`src/rtl/pla_pkg.sv`:
```
package pla_pkg;
  typedef enum logic [1:0] {
    LIT_OFF  = 2'b00,
    LIT_TRUE = 2'b01,
    LIT_INV  = 2'b10,
    LIT_KILL = 2'b11
  } lit_code_e;

  // One literal's contribution to its product term
  function automatic logic lit_pass(input logic [1:0] code, input logic bit_in);
    case (lit_code_e'(code))
      LIT_OFF:  lit_pass = 1'b1;
      LIT_TRUE: lit_pass = bit_in;
      LIT_INV:  lit_pass = ~bit_in;
      default:  lit_pass = 1'b0;
    endcase
  endfunction
endpackage

```
`src/rtl/pla_cfg_store.sv`:
```
module pla_cfg_store #(
  parameter int N_IN   = 4,
  parameter int N_TERM = 16,
  parameter int N_OUT  = 4,
  localparam int TW    = (N_TERM > 1) ? $clog2(N_TERM) : 1
) (
  input  logic                               clk,
  input  logic                               rst_n,
  input  logic                               we,
  input  logic [TW-1:0]                      idx,
  input  logic [2*N_IN-1:0]                  and_w,
  input  logic [N_OUT-1:0]                   or_w,
  output logic [N_TERM-1:0][2*N_IN-1:0]      and_q,
  output logic [N_TERM-1:0][N_OUT-1:0]       or_q
);
  always_ff @(posedge clk or negedge rst_n) begin
    if (!rst_n) begin
      and_q <= '0;
      or_q  <= '0;
    end else if (we) begin
      and_q[idx] <= and_w;
      or_q[idx]  <= or_w;
    end
  end
endmodule

```
`src/rtl/pla_and_plane.sv`:
```
module pla_and_plane
  import pla_pkg::*;
#(
  parameter int N_IN   = 4,
  parameter int N_TERM = 16
) (
  input  logic [N_TERM-1:0][2*N_IN-1:0] and_cfg,
  input  logic [N_IN-1:0]               din,
  output logic [N_TERM-1:0]             term_hit
);
  for (genvar t = 0; t < N_TERM; t++) begin : g_term
    logic [N_IN-1:0] lit_ok;
    for (genvar i = 0; i < N_IN; i++) begin : g_lit
      assign lit_ok[i] = lit_pass(and_cfg[t][2*i+1:2*i], din[i]);
    end
    assign term_hit[t] = &lit_ok;
  end
endmodule

```
`src/rtl/pla_or_plane.sv`:
```
module pla_or_plane #(
  parameter int N_TERM = 16,
  parameter int N_OUT  = 4,
  localparam int GRP   = N_TERM / N_OUT
) (
  input  logic [N_TERM-1:0][N_OUT-1:0] or_cfg,
  input  logic [N_TERM-1:0]            term_hit,
  input  logic                         pal_mode,
  output logic [N_TERM-1:0][N_OUT-1:0] or_eff,
  output logic [N_OUT-1:0]             dout
);
  for (genvar t = 0; t < N_TERM; t++) begin : g_row
    for (genvar o = 0; o < N_OUT; o++) begin : g_col
      localparam bit IN_GRP = ((t / GRP) == o);
      assign or_eff[t][o] = or_cfg[t][o] & (IN_GRP | ~pal_mode);
    end
  end

  always_comb begin
    dout = '0;
    for (int t = 0; t < N_TERM; t++) begin
      dout = dout | (or_eff[t] & {N_OUT{term_hit[t]}});
    end
  end
endmodule

```
`src/rtl/pla_array.sv`:
```
module pla_array #(
  parameter int N_IN   = 4,
  parameter int N_TERM = 16,
  parameter int N_OUT  = 4,
  localparam int TW    = (N_TERM > 1) ? $clog2(N_TERM) : 1
) (
  input  logic              clk,
  input  logic              rst_n,
  input  logic              cfg_we,
  input  logic [TW-1:0]     cfg_term,
  input  logic [2*N_IN-1:0] cfg_and,
  input  logic [N_OUT-1:0]  cfg_or,
  input  logic              pal_mode,
  input  logic [N_IN-1:0]   din,
  output logic [N_OUT-1:0]  dout
);
  logic [N_TERM-1:0][2*N_IN-1:0] and_cfg;
  logic [N_TERM-1:0][N_OUT-1:0]  or_cfg;
  logic [N_TERM-1:0][N_OUT-1:0]  or_eff;
  logic [N_TERM-1:0]             term_hit;

  pla_cfg_store #(.N_IN(N_IN), .N_TERM(N_TERM), .N_OUT(N_OUT)) u_store (
    .clk(clk), .rst_n(rst_n), .we(cfg_we), .idx(cfg_term),
    .and_w(cfg_and), .or_w(cfg_or), .and_q(and_cfg), .or_q(or_cfg)
  );

  pla_and_plane #(.N_IN(N_IN), .N_TERM(N_TERM)) u_and (
    .and_cfg(and_cfg), .din(din), .term_hit(term_hit)
  );

  pla_or_plane #(.N_TERM(N_TERM), .N_OUT(N_OUT)) u_or (
    .or_cfg(or_cfg), .term_hit(term_hit), .pal_mode(pal_mode),
    .or_eff(or_eff), .dout(dout)
  );
endmodule

```
`config.mk`:
```
export PLATFORM = sky130hd
export DESIGN_NAME = pla_array
export DESIGN_NICKNAME = d
export VERILOG_FILES = /design/src/rtl/pla_pkg.sv /design/src/rtl/pla_cfg_store.sv /design/src/rtl/pla_and_plane.sv /design/src/rtl/pla_or_plane.sv /design/src/rtl/pla_array.sv
export SDC_FILE = /design/constraint.sdc
export NUM_CORES = 1
export LEC_CHECK = 0
export ABC_AREA = 1
export ABC_CLOCK_PERIOD_IN_PS = 4730
export CORE_MARGIN = 2
export CORE_UTILIZATION = 39
export DETAILED_ROUTE_END_ITERATION = 10
export GPL_TIMING_DRIVEN = 1
export SYNTH_ARGS = -nofsm -noshare
export SYNTH_HDL_FRONTEND = slang
export SYNTH_SLANG_ARGS = --single-unit
```
`constraint.sdc`:
```
create_clock -name clk -period 4.73 [get_ports clk]
set_clock_uncertainty 0.15 [all_clocks]
set_input_delay 0.946 -clock clk [delete_from_list [all_inputs] [get_ports clk]]
set_output_delay 0.946 -clock clk [all_outputs]
set_load 0.02 [all_outputs]
```
==> results of run 1 <==
## routing by layer
layer	wire, microns	global-route usage
met2	9700	0.299
met1	9960	0.263
met5	0	0
met4	455	0.0628
met3	667	0.0314
## area by class of cell
cell class                      count  share of cell area
Timing Repair Buffer               36              0.0371
Clock buffer                       17              0.0446
Sequential cell                   192               0.503
Clock inverter                     13              0.0222
Inverter                           39              0.0159
Multi-Input combinational cell    743               0.340
Tap cell                          280              0.0367
## report_power, final
part | switching, mW | internal (mW)
Sequential | 0.192 | 2.00
Combinational | 0.570 | 0.348
Clock | 0.630 | 0.935
## sequential cells by signal (all words and copies together), names as in the netlist
signal	cells
u_store.or_q	64
u_store.and_q	128
## worst paths after layout
check                               endpoint  slack (ns)
setup / recovery                     dout[1]        0.31
max in group asynchronous   u_store.or_q[17]        3.16
setup reg to reg           u_store.and_q[33]        3.84
hold / removal             u_store.and_q[35]        0.34
hold reg to reg            u_store.and_q[35]        0.34
min in group asynchronous  u_store.and_q[23]        0.41
## cell families (layout without fill, tap and decap cells)
group / after synthesis / in the layout / synth area share
and+or+nand+nor: 536 / 536 / 0.260
buffers and inverters: 96 / 105 / 0.0548
DFF: 192 / 192 / 0.564
AOI/OAI and AO/OA: 207 / 207 / 0.122
## stage by stage
stage                     hold WS [ns]  setup WS (ns)   util  cells  area [sq um]
final                            0.336          0.310  0.441   1320          9550
after global placement           0.315          0.306  0.412   1290          8910
after detailed placement         0.324          0.302  0.412   1290          8910
after floorplan                  0.296           1.71      -   1031          8520
after CTS                        0.339          0.302  0.441   1320          9550
after global routing             0.357          0.134  0.441   1320          9550
## layout by cell type, fill, tap and decap left out, drive strengths merged
master and n:
nor3 2, nand4 1, nand3 71, buf 9
bufinv 5, clkinvlp 4, clkinv 2, inv 41
nor2 140, clkdlybuf4s50 26, a21oi 80, and3 2
clkbuf 18, a31oi 1, dfrtp 192, nand2 320
o21ai 126
## worst max-delay path: cells and delay by family
kind / cells / cell delay (ns)
buffers and inverters: 3 / 1.36
AO/OA/AOI/OAI: 1 / 0.11
AND/OR/NAND/NOR: 7 / 0.92
==> key figures, run 1 <==
Run status
  – Status: complete, no violations

Placed design
  – # port buffers: 27
  – GP Congestion: approximately 0.91
  – Detailed Place HPWL: ~15000 microns

Clock tree
  – Post-CTS setup buffers: 0
  – Clock transition at path regs: 0.06 ns
  – TritonCTS clock tree: built
  – Clock Path Buffers: 2
  – Clock sinks: ~190
  – Hold buffer count at cts: 0
  – Worst skew pair latency: roughly 0.43 ns
  – CTS Root Buffer Type: clkbuf_16
  – CTS H-tree depth: 4
  – Post_cts resized: 0
  – Number of buffers created by CTS: 17

Hold path
  – Hold depth: 2
  – Worst Min Path Start: u_store.and_q[35]
  – Hold crit path type: reg2reg

Finish
  – Antenna fix cells: 0
  – Final #Nets: around 1.1k
  – Area grow syn2layout: 12.0%
  – Multi-input gate area: roughly 3200 sq um
  – Register area: between 4000 and 5000 sq um
  – Layout cells sized above 1: 0.0663
  – Filler cells: roughly 2.1k

Global routing
  – Initial antenna violation count: 0
  – Largest net degree at the start of global routing: around 110
  – Remaining global-route overflow: 0
  – First-pass GRT wire length: approximately 34000 microns
  – Total track usage: 0.188
  – Vias in the first global route: about 6k

Yosys
  – Area leader, netlist: dfrtp_1
  – Top cells by area in the synthesized netlist: dfrtp_1, nand2_1, o21ai_0
  – Synth warnings: 0
  – Top cells by count, synth: nand2_1, dfrtp_1, o21ai_0
  – Mean Syn Cell Area: 8.26 sq um
  – Synth Instances: slightly above 1k
  – Fraction of registers with async set/reset: 1.00
  – Cell Area, Synth: between 8000 and 9000 sq um
  – Count leader, synth: nand2_1
  – Post-synth EDFFs: 0
  – Sequential fraction of the synthesis area: 0.564
  – Distinct cells, synth: 21
  – Area share of the largest cell type after synthesis: 0.564
  – Post-Syn Nets: about 1.1k
  – Most used DFF post-synth: dfrtp_1
  – Synth Register Bits: around 190

Worst setup path
  – Worst path most repeated cell: nand2_1
  – Crit start category: input port
  – Worst setup path category: in2out
  – Crit-path slowest cell: clkdlybuf4s50_1
  – Worst-path fanout max: 14
  – Critical Path Start: din[0]
  – Crit. End Element: primary output
  – Critical path arrival: roughly 3.3 ns
  – Critical path, cell by cell: clkdlybuf4s50_1 -> buf_4 -> o21ai_0 -> nor2_1 -> nand3_1 -> nand2_1 -> nor2_1 -> nand3_1 -> nand2_1 -> nand2_1 -> clkdlybuf4s50_1
  – CP max stage delay: roughly 0.60 ns
  – R2r startpoint: u_store.and_q[33]
  – Required @ worst endpoint: approximately 3.6 ns
  – Reg2reg path depth: 2

Power and ir drop
  – Overall power: ~4.7 mW
  – Power per cell area: 490 nW/um^2
  – Maximum vdd drop: around 0.00025 V
  – Leakage: about 4.5 nW

Timing
  – Period utilisation layout: 0.935
  – Final setup viols: 0
  – Fin Setup TNS: 0 ns
  – Max Clock Freq: approximately 0.23 GHz
  – Crit path time final: 4.42 ns
  – Relative slew margins: 0.352
  – RSZ-0062 raised after global routing: false
  – Max Slew Vio Count: 0
  – Final hold vios: 0
  – Worst Max-Slew Pin Slew: just under 1 ns

Floorplan
  – Cell Rows: between 50 and 60
  – Die Ht: 152 microns
  – Io pins: 28
  – Die W: 152 microns
  – Die Footprint: roughly 23000 sq um
  – Starting Density: 0.394
  – CORE AREA: 21600 sq um

Route
  – Number of DRC markers in iteration 0: approximately 500
  – Avg Vias per Cell: about 5.0
  – WL final: ~21000 microns
  – Drt wl/cell: approximately 16 microns
  – Pre-Repair DR Iteration Count: 5
  – Detailed-route DRC error count: 0
  – Vias post-DR: 6586
  – Antenna-violating nets left: 0

Flow run
  – Max cap viols: 0
(Power assumes the default switching activity.)
==> run 2, diff against run 1 <==
--- a/config.mk
+++ b/config.mk
@@ -11,6 +11,7 @@
 export CORE_UTILIZATION = 39
 export DETAILED_ROUTE_END_ITERATION = 10
 export GPL_TIMING_DRIVEN = 1
+export HOLD_SLACK_MARGIN = 0.1
 export SYNTH_ARGS = -nofsm -noshare
 export SYNTH_HDL_FRONTEND = slang
 export SYNTH_SLANG_ARGS = --single-unit
==> results of run 2 <==
No change in the layout: final DEF, timing and power equal those of run 1.
